$ cat src/rtl/hpd_pkg.sv
`timescale 1ns/1ps
package hpd_pkg;
    parameter int BYTE_W  = 8;
    parameter int WORD_W  = 16;
    parameter int MOD_W   = 7;
    parameter int REG_W   = 24;
    parameter int LEN_W   = 24;
    parameter logic [7:0] RESV_BYTE = 8'h00;

    typedef enum logic [3:0] {
        ST_HUNT,
        ST_ADDR,
        ST_LEN,
        ST_DISPATCH,
        ST_WR_HI,
        ST_WR_LO,
        ST_WR_BUS,
        ST_RD_BUS,
        ST_RD_HI,
        ST_RD_LO
    } hpd_state_e;
endpackage

$ cat src/rtl/hpd_hdr_shift.sv
`timescale 1ns/1ps
module hpd_hdr_shift #(
    parameter int BYTE_W = 8,
    parameter int HDR_W  = 56
) (
    input  logic              clk,
    input  logic              rst_n,
    input  logic              shift_en,
    input  logic [BYTE_W-1:0] byte_in,
    output logic [HDR_W-1:0]  hdr_q
);
    // Header bytes enter at the low end, so the first byte ends up on top.
    always_ff @(posedge clk or negedge rst_n) begin
        if (!rst_n) begin
            hdr_q <= '0;
        end else if (shift_en) begin
            hdr_q <= {hdr_q[HDR_W-BYTE_W-1:0], byte_in};
        end
    end
endmodule

$ cat src/rtl/hpd_word_counter.sv
`timescale 1ns/1ps
module hpd_word_counter #(
    parameter int CNT_W = 24
) (
    input  logic             clk,
    input  logic             rst_n,
    input  logic             load,
    input  logic [CNT_W-1:0] load_val,
    input  logic             dec,
    output logic             last
);
    logic [CNT_W-1:0] left_q;

    always_ff @(posedge clk or negedge rst_n) begin
        if (!rst_n) begin
            left_q <= '0;
        end else if (load) begin
            left_q <= load_val;
        end else if (dec) begin
            left_q <= left_q - CNT_W'(1);
        end
    end

    assign last = (left_q == CNT_W'(1));
endmodule

$ cat src/rtl/hpd_word_pack.sv
`timescale 1ns/1ps
module hpd_word_pack #(
    parameter int BYTE_W = 8,
    parameter int WORD_W = 16
) (
    input  logic                     clk,
    input  logic                     rst_n,
    input  logic [WORD_W/BYTE_W-1:0] lane_load,
    input  logic [BYTE_W-1:0]        byte_in,
    output logic [WORD_W-1:0]        word_q
);
    localparam int LANES = WORD_W / BYTE_W;

    logic [BYTE_W-1:0] lane_q [LANES];

    for (genvar g = 0; g < LANES; g++) begin : g_lane
        always_ff @(posedge clk or negedge rst_n) begin
            if (!rst_n) begin
                lane_q[g] <= '0;
            end else if (lane_load[g]) begin
                lane_q[g] <= byte_in;
            end
        end
    end

    always_comb begin
        word_q = '0;
        for (int i = 0; i < LANES; i++) begin
            word_q[i*BYTE_W +: BYTE_W] = lane_q[i];
        end
    end
endmodule

$ cat src/rtl/hpd_tx_ser.sv
`timescale 1ns/1ps
module hpd_tx_ser #(
    parameter int BYTE_W = 8,
    parameter int WORD_W = 16,
    parameter int SEL_W  = 1
) (
    input  logic              clk,
    input  logic              rst_n,
    input  logic              load,
    input  logic [WORD_W-1:0] word_in,
    input  logic [SEL_W-1:0]  lane_sel,
    output logic [BYTE_W-1:0] byte_out
);
    logic [WORD_W-1:0] word_q;

    always_ff @(posedge clk or negedge rst_n) begin
        if (!rst_n) begin
            word_q <= '0;
        end else if (load) begin
            word_q <= word_in;
        end
    end

    assign byte_out = word_q[lane_sel*BYTE_W +: BYTE_W];
endmodule

$ cat src/rtl/hpd_decoder.sv
`timescale 1ns/1ps
module hpd_decoder #(
    parameter int BYTE_W = hpd_pkg::BYTE_W,
    parameter int WORD_W = hpd_pkg::WORD_W,
    parameter int MOD_W  = hpd_pkg::MOD_W,
    parameter int REG_W  = hpd_pkg::REG_W,
    parameter int LEN_W  = hpd_pkg::LEN_W
) (
    input  logic              clk,
    input  logic              rst_n,
    input  logic [BYTE_W-1:0] rx_data,
    input  logic              rx_avail,
    output logic              rx_pop,
    output logic [BYTE_W-1:0] tx_data,
    output logic              tx_push,
    input  logic              tx_full,
    output logic              bus_req,
    output logic              bus_we,
    output logic [MOD_W-1:0]  bus_mod,
    output logic [REG_W-1:0]  bus_reg,
    output logic [WORD_W-1:0] bus_wdata,
    input  logic [WORD_W-1:0] bus_rdata,
    input  logic              bus_ack
);
    import hpd_pkg::*;

    localparam int ADDR_W     = 1 + MOD_W + REG_W;
    localparam int HDR_W      = ADDR_W + LEN_W;
    localparam int ADDR_BYTES = ADDR_W / BYTE_W;
    localparam int LEN_BYTES  = LEN_W / BYTE_W;
    localparam int LANES      = WORD_W / BYTE_W;
    localparam int SEL_W      = (LANES > 1) ? $clog2(LANES) : 1;
    localparam int FC_W       = $clog2(ADDR_BYTES + LEN_BYTES);
    localparam logic [FC_W-1:0] ADDR_END = FC_W'(ADDR_BYTES - 1);
    localparam logic [FC_W-1:0] LEN_END  = FC_W'(LEN_BYTES - 1);
    localparam logic [SEL_W-1:0] SEL_HI  = SEL_W'(LANES - 1);
    localparam logic [SEL_W-1:0] SEL_LO  = '0;

    hpd_state_e state_q, state_nx;

    logic [FC_W-1:0]   fld_cnt_q;
    logic [HDR_W-1:0]  hdr_q;
    logic [ADDR_W-1:0] addr_f;
    logic [LEN_W-1:0]  len_f;
    logic              dir_wr;
    logic              len_zero;
    logic              word_last;

    logic              hdr_shift;
    logic [LANES-1:0]  lane_load;
    logic              cnt_load;
    logic              cnt_dec;
    logic              ser_load;
    logic [SEL_W-1:0]  ser_sel;

    assign addr_f   = hdr_q[HDR_W-1 -: ADDR_W];
    assign len_f    = hdr_q[LEN_W-1:0];
    assign dir_wr   = addr_f[ADDR_W-1];
    assign len_zero = (len_f == '0);
    assign bus_mod  = addr_f[REG_W +: MOD_W];
    assign bus_reg  = addr_f[REG_W-1:0];

    // State register
    always_ff @(posedge clk or negedge rst_n) begin
        if (!rst_n) begin
            state_q <= ST_HUNT;
        end else begin
            state_q <= state_nx;
        end
    end

    // Byte position inside the address and length fields
    always_ff @(posedge clk or negedge rst_n) begin
        if (!rst_n) begin
            fld_cnt_q <= '0;
        end else if (state_q == ST_ADDR && rx_pop) begin
            fld_cnt_q <= (fld_cnt_q == ADDR_END) ? '0 : fld_cnt_q + FC_W'(1);
        end else if (state_q == ST_LEN && rx_pop) begin
            fld_cnt_q <= (fld_cnt_q == LEN_END) ? '0 : fld_cnt_q + FC_W'(1);
        end else if (state_q == ST_HUNT) begin
            fld_cnt_q <= '0;
        end
    end

    // Next-state logic
    always_comb begin
        state_nx = state_q;
        unique case (state_q)
            ST_HUNT: begin
                if (rx_avail && rx_data == RESV_BYTE) state_nx = ST_ADDR;
            end
            ST_ADDR: begin
                if (rx_avail && fld_cnt_q == ADDR_END) state_nx = ST_LEN;
            end
            ST_LEN: begin
                if (rx_avail && fld_cnt_q == LEN_END) state_nx = ST_DISPATCH;
            end
            ST_DISPATCH: begin
                if (len_zero)    state_nx = ST_HUNT;
                else if (dir_wr) state_nx = ST_WR_HI;
                else             state_nx = ST_RD_BUS;
            end
            ST_WR_HI: begin
                if (rx_avail) state_nx = ST_WR_LO;
            end
            ST_WR_LO: begin
                if (rx_avail) state_nx = ST_WR_BUS;
            end
            ST_WR_BUS: begin
                if (bus_ack) state_nx = word_last ? ST_HUNT : ST_WR_HI;
            end
            ST_RD_BUS: begin
                if (bus_ack) state_nx = ST_RD_HI;
            end
            ST_RD_HI: begin
                if (!tx_full) state_nx = ST_RD_LO;
            end
            ST_RD_LO: begin
                if (!tx_full) state_nx = word_last ? ST_HUNT : ST_RD_BUS;
            end
            default: state_nx = ST_HUNT;
        endcase
    end

    // Output and datapath control
    always_comb begin
        rx_pop    = 1'b0;
        hdr_shift = 1'b0;
        lane_load = '0;
        cnt_load  = 1'b0;
        cnt_dec   = 1'b0;
        ser_load  = 1'b0;
        ser_sel   = SEL_LO;
        tx_push   = 1'b0;
        bus_req   = 1'b0;
        bus_we    = 1'b0;
        unique case (state_q)
            ST_HUNT: begin
                rx_pop = rx_avail;
            end
            ST_ADDR, ST_LEN: begin
                rx_pop    = rx_avail;
                hdr_shift = rx_avail;
            end
            ST_DISPATCH: begin
                cnt_load = 1'b1;
            end
            ST_WR_HI: begin
                rx_pop           = rx_avail;
                lane_load[LANES-1] = rx_avail;
            end
            ST_WR_LO: begin
                rx_pop       = rx_avail;
                lane_load[0] = rx_avail;
            end
            ST_WR_BUS: begin
                bus_req = 1'b1;
                bus_we  = 1'b1;
                cnt_dec = bus_ack;
            end
            ST_RD_BUS: begin
                bus_req  = 1'b1;
                ser_load = bus_ack;
            end
            ST_RD_HI: begin
                ser_sel = SEL_HI;
                tx_push = !tx_full;
            end
            ST_RD_LO: begin
                ser_sel = SEL_LO;
                tx_push = !tx_full;
                cnt_dec = !tx_full;
            end
            default: begin
                rx_pop = 1'b0;
            end
        endcase
    end

    hpd_hdr_shift #(
        .BYTE_W (BYTE_W),
        .HDR_W  (HDR_W)
    ) u_hdr (
        .clk      (clk),
        .rst_n    (rst_n),
        .shift_en (hdr_shift),
        .byte_in  (rx_data),
        .hdr_q    (hdr_q)
    );

    hpd_word_counter #(
        .CNT_W (LEN_W)
    ) u_cnt (
        .clk      (clk),
        .rst_n    (rst_n),
        .load     (cnt_load),
        .load_val (len_f),
        .dec      (cnt_dec),
        .last     (word_last)
    );

    hpd_word_pack #(
        .BYTE_W (BYTE_W),
        .WORD_W (WORD_W)
    ) u_pack (
        .clk       (clk),
        .rst_n     (rst_n),
        .lane_load (lane_load),
        .byte_in   (rx_data),
        .word_q    (bus_wdata)
    );

    hpd_tx_ser #(
        .BYTE_W (BYTE_W),
        .WORD_W (WORD_W),
        .SEL_W  (SEL_W)
    ) u_ser (
        .clk      (clk),
        .rst_n    (rst_n),
        .load     (ser_load),
        .word_in  (bus_rdata),
        .lane_sel (ser_sel),
        .byte_out (tx_data)
    );
endmodule

$ cat config.mk
export PLATFORM = sky130hd
export DESIGN_NAME = hpd_decoder
export DESIGN_NICKNAME = d
export VERILOG_FILES = /design/src/rtl/hpd_pkg.sv /design/src/rtl/hpd_hdr_shift.sv /design/src/rtl/hpd_word_counter.sv /design/src/rtl/hpd_word_pack.sv /design/src/rtl/hpd_tx_ser.sv /design/src/rtl/hpd_decoder.sv
export SDC_FILE = /design/constraint.sdc
export NUM_CORES = 1
export LEC_CHECK = 0
export ABC_AREA = 1
export BUFFER_PORTS_ARGS = -buffer_cell sky130_fd_sc_hd__buf_2
export CORE_AREA = 3 3 115 128
export CTS_BUF_LIST = sky130_fd_sc_hd__clkbuf_4 sky130_fd_sc_hd__clkbuf_8
export CTS_CLUSTER_SIZE = 14
export DETAILED_ROUTE_END_ITERATION = 8
export DIE_AREA = 0 0 118 131
export SLEW_MARGIN = 30
export SYNTH_ARGS = -nofsm -noshare
export SYNTH_HDL_FRONTEND = slang
export SYNTH_SLANG_ARGS = --single-unit
$ cat constraint.sdc
create_clock -name clk -period 4.4 [get_ports clk]
set_input_delay 0.22 -clock clk [delete_from_list [all_inputs] [get_ports clk]]
set_output_delay 0.22 -clock clk [all_outputs]
set_load 0.01 [all_outputs]
==> summary.txt, run 1 <==
Route
  • DRT Pass-1 Iters: 6
  • Drt via density: roughly 5
  • DRT antenna net count: 0
  • DRC violations left: 0
  • Iter 0 DRT Violations: between 200 and 300
  • DR WL/cell: around 13 um
  • WL final: about 14 mm
  • Via Count: between 5000 and 6000

Clocking
  • CTS H-Tree Depth: 4
  • Cts bufs inserted: 17
  • Clock transition at the registers of the reported paths: roughly 70 ps
  • Cts repair resizes: 0
  • Hold-fix buffers, CTS: 15
  • Postcts setup bufs: 0
  • CTS tree: built
  • CTS Sinks: between 100 and 150
  • Root buf cell: clkbuf_8
  • Worst-skew pair later-pin latency: roughly 440 ps
  • Longest Clk Path Bufs: 2

Place
  • Dpl hpwl: a little under 10 mm
  • Worst slack, placed: approximately 1900 ps
  • PortBufs: between 80 and 90
  • GPL Wtd Cong: 0.924

Critical path
  • Data arrival, critical path: around 2800 ps
  • R2R Setup Slk: ~1900 ps
  • Buf/Inv on CP: 2
  • Top delay family on crit path: simple AND/OR/NAND/NOR gates
  • Worst path required time: roughly 4700 ps
  • CP Capture Type: register
  • Crit path max-delay cell type: nand3_2
  • Startpoint types: register
  • CP peak stage delay: approximately 630 ps
  • CP cell instances: nand2_1 -> inv_1 -> nand2_2 -> nand3_2 -> inv_2 -> o21ai_0
  • CP max FO: 42
  • Critical path class: reg -> reg

Synth
  • Synth top area share: 0.493
  • Yosys warning count: 0
  • Dominant synthesized flop cell: dfrtp_1
  • Top cells by area, synth: dfrtp_1 (49%), nand2_1 (17%), nor2_1 (5.1%), o21ai_0 (4.6%), buf_4 (4.4%)
  • Asr flop ratio synth: 1.00
  • Most common cell in the netlist: nand2_1
  • Synth area leader: dfrtp_1
  • Post-Syn Nets: 807
  • Count of different cell masters after synthesis: 33
  • Syn_area_per_cell: around 7.8 um2
  • Sequential share of the synthesized area: 0.493
  • Post-Synthesis Cells: between 700 and 800
  • EDFF count, synth: 0
  • Mapped Area: ~6000 um2
  • #FFs+latches synth: 119
  • Post-synth top cells: nand2_1 (274), dfrtp_1 (119), nor2_1 (82)

Floorplan
  • Ports: just under 90
  • Total core area: roughly 14000 um2
  • Die Y: between 100 and 150 um
  • Die Width: 118 um
  • Row Count: 45
  • Initial Util: 0.441
  • Die Area: 15500 um2

STA
  • Final Hold Viols: 0
  • Tmin final: 2530 ps
  • Final TNS setup: 0 ps
  • Final setup fails: 0
  • Worst Tran Pin Value: 728 ps
  • Worst setup slack after layout: ~1900 ps
  • Final Cycle Share: 0.574
  • Max Fclk: just under 400 MHz
  • RSZ-0062 raised after global routing: no
  • Rel. slew slack: 0.511
  • Fin. max-slew vios: 0
  • Worst Skew: around 11 ps

Power
  • VDD IR-drop max: 0.374 mV
  • Pwr Density: 684 nW/um2
  • Leakage: roughly 3.7 nW

Global routing
  • Number of global-route vias before repair: 4981
  • Overflow after GRT: 0
  • Largest net degree at the start of global routing: just over 70
  • Global-route wire length before repair: 23.9 mm
  • Initial antenna violation count: 0
  • All-Layer GR Usage: 0.192

Cells and area
  • Share of layout cells above drive strength 1: 0.181
  • Antenna diode count: 0
  • Layout overhead on the synthesized area: 14.6%
  • Final layout net count: 876

Flow run
  • Max cap viols: 0

Hold path
  • Hold Crit Class: in -> reg

Status
  • Run status: finished, final reports clean
## metrics by stage
step	util	power, W	cell area [um2]	hold slack, ps	instances
final	0.506	0.00473	6920	28.1	1041
after global routing	0.506	0.00517	6920	2.75	1041
after CTS	0.506	0.00478	6920	0.352	1041
after detailed placement	0.467	0.00381	6390	164	994
after global placement	0.467	0.00375	6390	158	994
after floorplan	-	0.00334	6040	-75.6	771
## kinds of logic (layout without fill, tap and decap cells)
kind of cell	count (synthesis)	after routing	synth area share
AND/OR/NAND/NOR	406	406	0.271
flip-flops	119	119	0.493
buffers and inverters	118	200	0.0974
AO/OA/AOI/OAI	100	100	0.0864
multiplexers	17	17	0.0315
adder cells (fa/ha/maj)	7	7	0.0145
XOR/XNOR	4	4	0.00580
## cell type report
type | count | area, um2
Clock inverter | 13 | 123
Timing Repair Buffer | 105 | 611
Fill cell | 1362 | 6760
Sequential cell | 119 | 2980
Clock buffer | 19 | 255
Tap cell | 188 | 235
Multi-Input combinational cell | 534 | 2480
Inverter | 63 | 236
## cells in the final DEF (no fill, tap or decap), types with 3 or more instances in the layout
master	instances
a21oi_1	15
buf_2	86
buf_4	4
clkbuf_8	18
clkinv_4	3
clkinvlp_4	4
dfrtp_1	119
dlygate4sd3_1	15
ha_1	7
inv_1	57
inv_2	6
inv_6	3
mux2_2	16
nand2_1	274
nand3_1	29
nand4_1	3
nor2_1	82
nor3_1	7
o21ai_0	55
o21ai_1	20
xor2_1	4
## layer usage
metal  wire [um]  vias up  global-route usage  part of all wire
li1            -     2553                   -                 -
met1        6250     2377               0.236              0.45
met2        6750      105               0.326              0.49
met3         516       28              0.0448             0.037
met4         367        0              0.0834             0.026
met5           0        -                   0                 0
## final timing paths
| path | cells past startpoint | endpoint | startpoint |
|---|---|---|---|
| worst max register to register | 6 | u_cnt.left_q[6]$_DFFE_PN0P_ | state_q[1]$_DFFE_PN0P_ |
| max in group asynchronous | 3 | u_ser.word_q[8]$_DFFE_PN0P_ | rst_n |
| worst max-delay path | 6 | u_cnt.left_q[6]$_DFFE_PN0P_ | state_q[1]$_DFFE_PN0P_ |
| worst min-delay path | 2 | u_ser.word_q[0]$_DFFE_PN0P_ | bus_rdata[0] |
| min in group asynchronous | 2 | u_hdr.hdr_q[46]$_DFFE_PN0P_ | rst_n |
| worst min register to register | 2 | u_hdr.hdr_q[54]$_DFFE_PN0P_ | u_hdr.hdr_q[54]$_DFFE_PN0P_ |
## flip-flops by register name, summed over array words and instances, names as in the netlist
register       flops
u_pack.word_q     16
u_ser.word_q      16
u_hdr.hdr_q       56
state_q            4
u_cnt.left_q      24
fld_cnt_q          3
## power by group
part / internal [W] / total [W] / switching [W]
Clock: 0.000472 / 0.000945 / 0.000473
Combinational: 0.000676 / 0.00185 / 0.00117
Sequential: 0.00154 / 0.00194 / 0.000396
No activity file was read; power rests on OpenSTA's default activity.
==> run 2, diff against run 1 <==
--- a/config.mk
+++ b/config.mk
@@ -12,6 +12,7 @@
 export CTS_CLUSTER_SIZE = 14
 export DETAILED_ROUTE_END_ITERATION = 8
 export DIE_AREA = 0 0 118 131
+export PLACE_DENSITY = 0.67
 export SLEW_MARGIN = 30
 export SYNTH_ARGS = -nofsm -noshare
 export SYNTH_HDL_FRONTEND = slang
==> constraint.sdc (replaced) <==
create_clock -name clk -period 2.3 [get_ports clk]
set_input_delay 0.115 -clock clk [delete_from_list [all_inputs] [get_ports clk]]
set_output_delay 0.115 -clock clk [all_outputs]
set_load 0.01 [all_outputs]
==> run 2 against run 1 <==
Clock power up 99%; first-iteration DRC count up 0.69%; register-to-register slack worse by 1500 ps; clock skew down 2.7 ps; count of clock-buffer cells in the layout up 2; flip-flop and latch count unchanged; setup slack worse by 1600 ps.
==> summary.txt, run 2 (synthesis gave the netlist of run 1 again) <==
Global routing
  • All-Layer GR Usage: 0.190
  • Number of global-route vias before repair: between 4000 and 5000
  • Global-route wire length before repair: ~24 mm
  • Overflow after GRT: 0
  • Initial antenna violation count: 0
  • Largest net degree at the start of global routing: 44

Route
  • Iter 0 DRT Violations: 290
  • WL final: about 14 mm
  • DRT antenna net count: 0
  • DRT Pass-1 Iters: 7
  • Via Count: 5050
  • DR WL/cell: approximately 13 um
  • DRC violations left: 0
  • Drt via density: approximately 4.8

Floorplan
  • Row Count: 45
  • Die Width: between 100 and 150 um
  • Initial Util: 0.441
  • Die Area: between 15000 and 20000 um2
  • Total core area: around 14000 um2
  • Die Y: between 100 and 150 um
  • Ports: 88

STA
  • RSZ-0062 raised after global routing: no
  • Final Cycle Share: 0.883
  • Final Hold Viols: 0
  • Worst setup slack after layout: between 200 and 300 ps
  • Rel. slew slack: 0.616
  • Final TNS setup: 0 ps
  • Tmin final: slightly above 2000 ps
  • Worst Skew: 8.02 ps
  • Worst Tran Pin Value: roughly 580 ps
  • Fin. max-slew vios: 0
  • Max Fclk: between 400 and 500 MHz
  • Final setup fails: 0

Cells and area
  • Final layout net count: 898
  • Most frequent cells in the layout: nand2_1 (274), dfrtp_1 (119), buf_2 (86)
  • Layout overhead on the synthesized area: 18.4%
  • Antenna diode count: 0
  • Largest register FFs: 56
  • Share of layout cells above drive strength 1: 0.188
  • Biggest regs: u_hdr.hdr_q (56), u_cnt.left_q (24)
  • Largest Register: u_hdr.hdr_q
  • Commonest non-fill, non-tap cell in the layout: nand2_1

Critical path
  • Worst Setup SP: state_q[1]$_DFFE_PN0P_
  • Data arrival, critical path: approximately 1900 ps
  • RR Startpoint: state_q[3]$_DFFE_PN0P_
  • CP max FO: 10
  • Startpoint types: register
  • CP Capture Type: output port
  • R2R depth: 8
  • Reg2reg end: u_cnt.left_q[11]$_DFFE_PN0P_
  • R2R Setup Slk: roughly 330 ps
  • Critical Path End: tx_data[4]
  • Worst path required time: between 2000 and 2500 ps
  • Critical path class: reg -> out

Clocking
  • CTS tree: built
  • Longest Clk Path Bufs: 2
  • Clock transition at the registers of the reported paths: roughly 70 ps
  • CTS Sinks: between 100 and 150
  • Worst-skew pair later-pin latency: 440 ps
  • CTS H-Tree Depth: 4
  • Cts repair resizes: 0
  • Postcts setup bufs: 0
  • Cts bufs inserted: 17
  • Root buf cell: clkbuf_8

Place
  • Worst slack, placed: 355 ps
  • PortBufs: 87
  • Dpl hpwl: about 9.5 mm
  • GPL Wtd Cong: between 0.8 and 0.9

Power
  • Pwr Density: between 1000 and 1500 nW/um2
  • Leakage: 3.79 nW
  • VDD IR-drop max: roughly 0.70 mV

Hold path
  • Hold Crit Class: in -> reg

Status
  • Run status: finished, final reports clean

Flow run
  • Max cap viols: 0
## run 2: cell count changes in the layout (fill, tap and decap cells not counted), sizes merged
cell / previous run / this run
bufinv: 1 / 2
dlygate4sd3: 15 / 26
clkinvlp: 4 / 3
buf: 90 / 101
clkbuf: 19 / 21
inv: 66 / 65
clkinv: 5 / 3
## run 2: worst max-delay path: stages, from the launching register on
cell     delay, ps
dfrtp_1        500
inv_2          130
nand2_1        150
nor2_2          40
buf_4          180
inv_1          210
nand2_1         80
nand2_1         70
buf_2          130
## run 2: metal layers
metal  up-vias  track usage  share of wire
li1       2589            -              -
met1      2334        0.244           0.45
met2       109        0.318           0.49
met3        18       0.0469          0.045
met4         0       0.0683          0.014
met5         -            0              0
## run 2: what timing repair did
| item | CTS | global route |
|---|---|---|
| hold buffers | 26 | 0 |
| endpoints found under the hold margin | 70 | 0 |
| setup endpoints to repair | 0 | 0 |
## run 2: area by class of cell
| type | instances | area, um2 |
|---|---|---|
| clock buffers | 21 | 270 |
| clock inverters | 10 | 123 |
| repair buffers | 127 | 828 |
| fillers | 1300 | 6530 |
| inverters | 63 | 236 |
| flip-flops and latches | 119 | 2980 |
| multi-input cells | 534 | 2480 |
| well taps | 188 | 235 |
## run 2: power by group
part           internal, W  switching, W
combinational      0.00138       0.00226
sequential         0.00295      0.000734
clock              0.00103      0.000856
## run 2: how the worst min path moves through the flow
stage                  start                           to  cells after the start
global route        rx_avail   u_hdr.hdr_q[0]$_DFFE_PN0P_                      3
finish              rx_avail   u_hdr.hdr_q[8]$_DFFE_PN0P_                      3
floorplan              rst_n     fld_cnt_q[0]$_DFFE_PN0P_                      0
CTS                 rx_avail   u_hdr.hdr_q[8]$_DFFE_PN0P_                      3
global placement       rst_n  u_hdr.hdr_q[34]$_DFFE_PN0P_                      1
detailed placement     rst_n  u_hdr.hdr_q[34]$_DFFE_PN0P_                      1
## run 2: through the flow
| stage | total power (W) | util | area [um2] | std cells | hold WS [ps] |
|---|---|---|---|---|---|
| finish | 0.00921 | 0.523 | 7150 | 1062 | 91.3 |
| global route | 0.0101 | 0.523 | 7150 | 1062 | 89.4 |
| CTS | 0.00930 | 0.523 | 7150 | 1062 | 64.3 |
| detailed placement | 0.00735 | 0.475 | 6500 | 1005 | 151 |
| global placement | 0.00728 | 0.475 | 6500 | 1005 | 150 |
| floorplan | 0.00639 | - | 6040 | 771 | -181 |
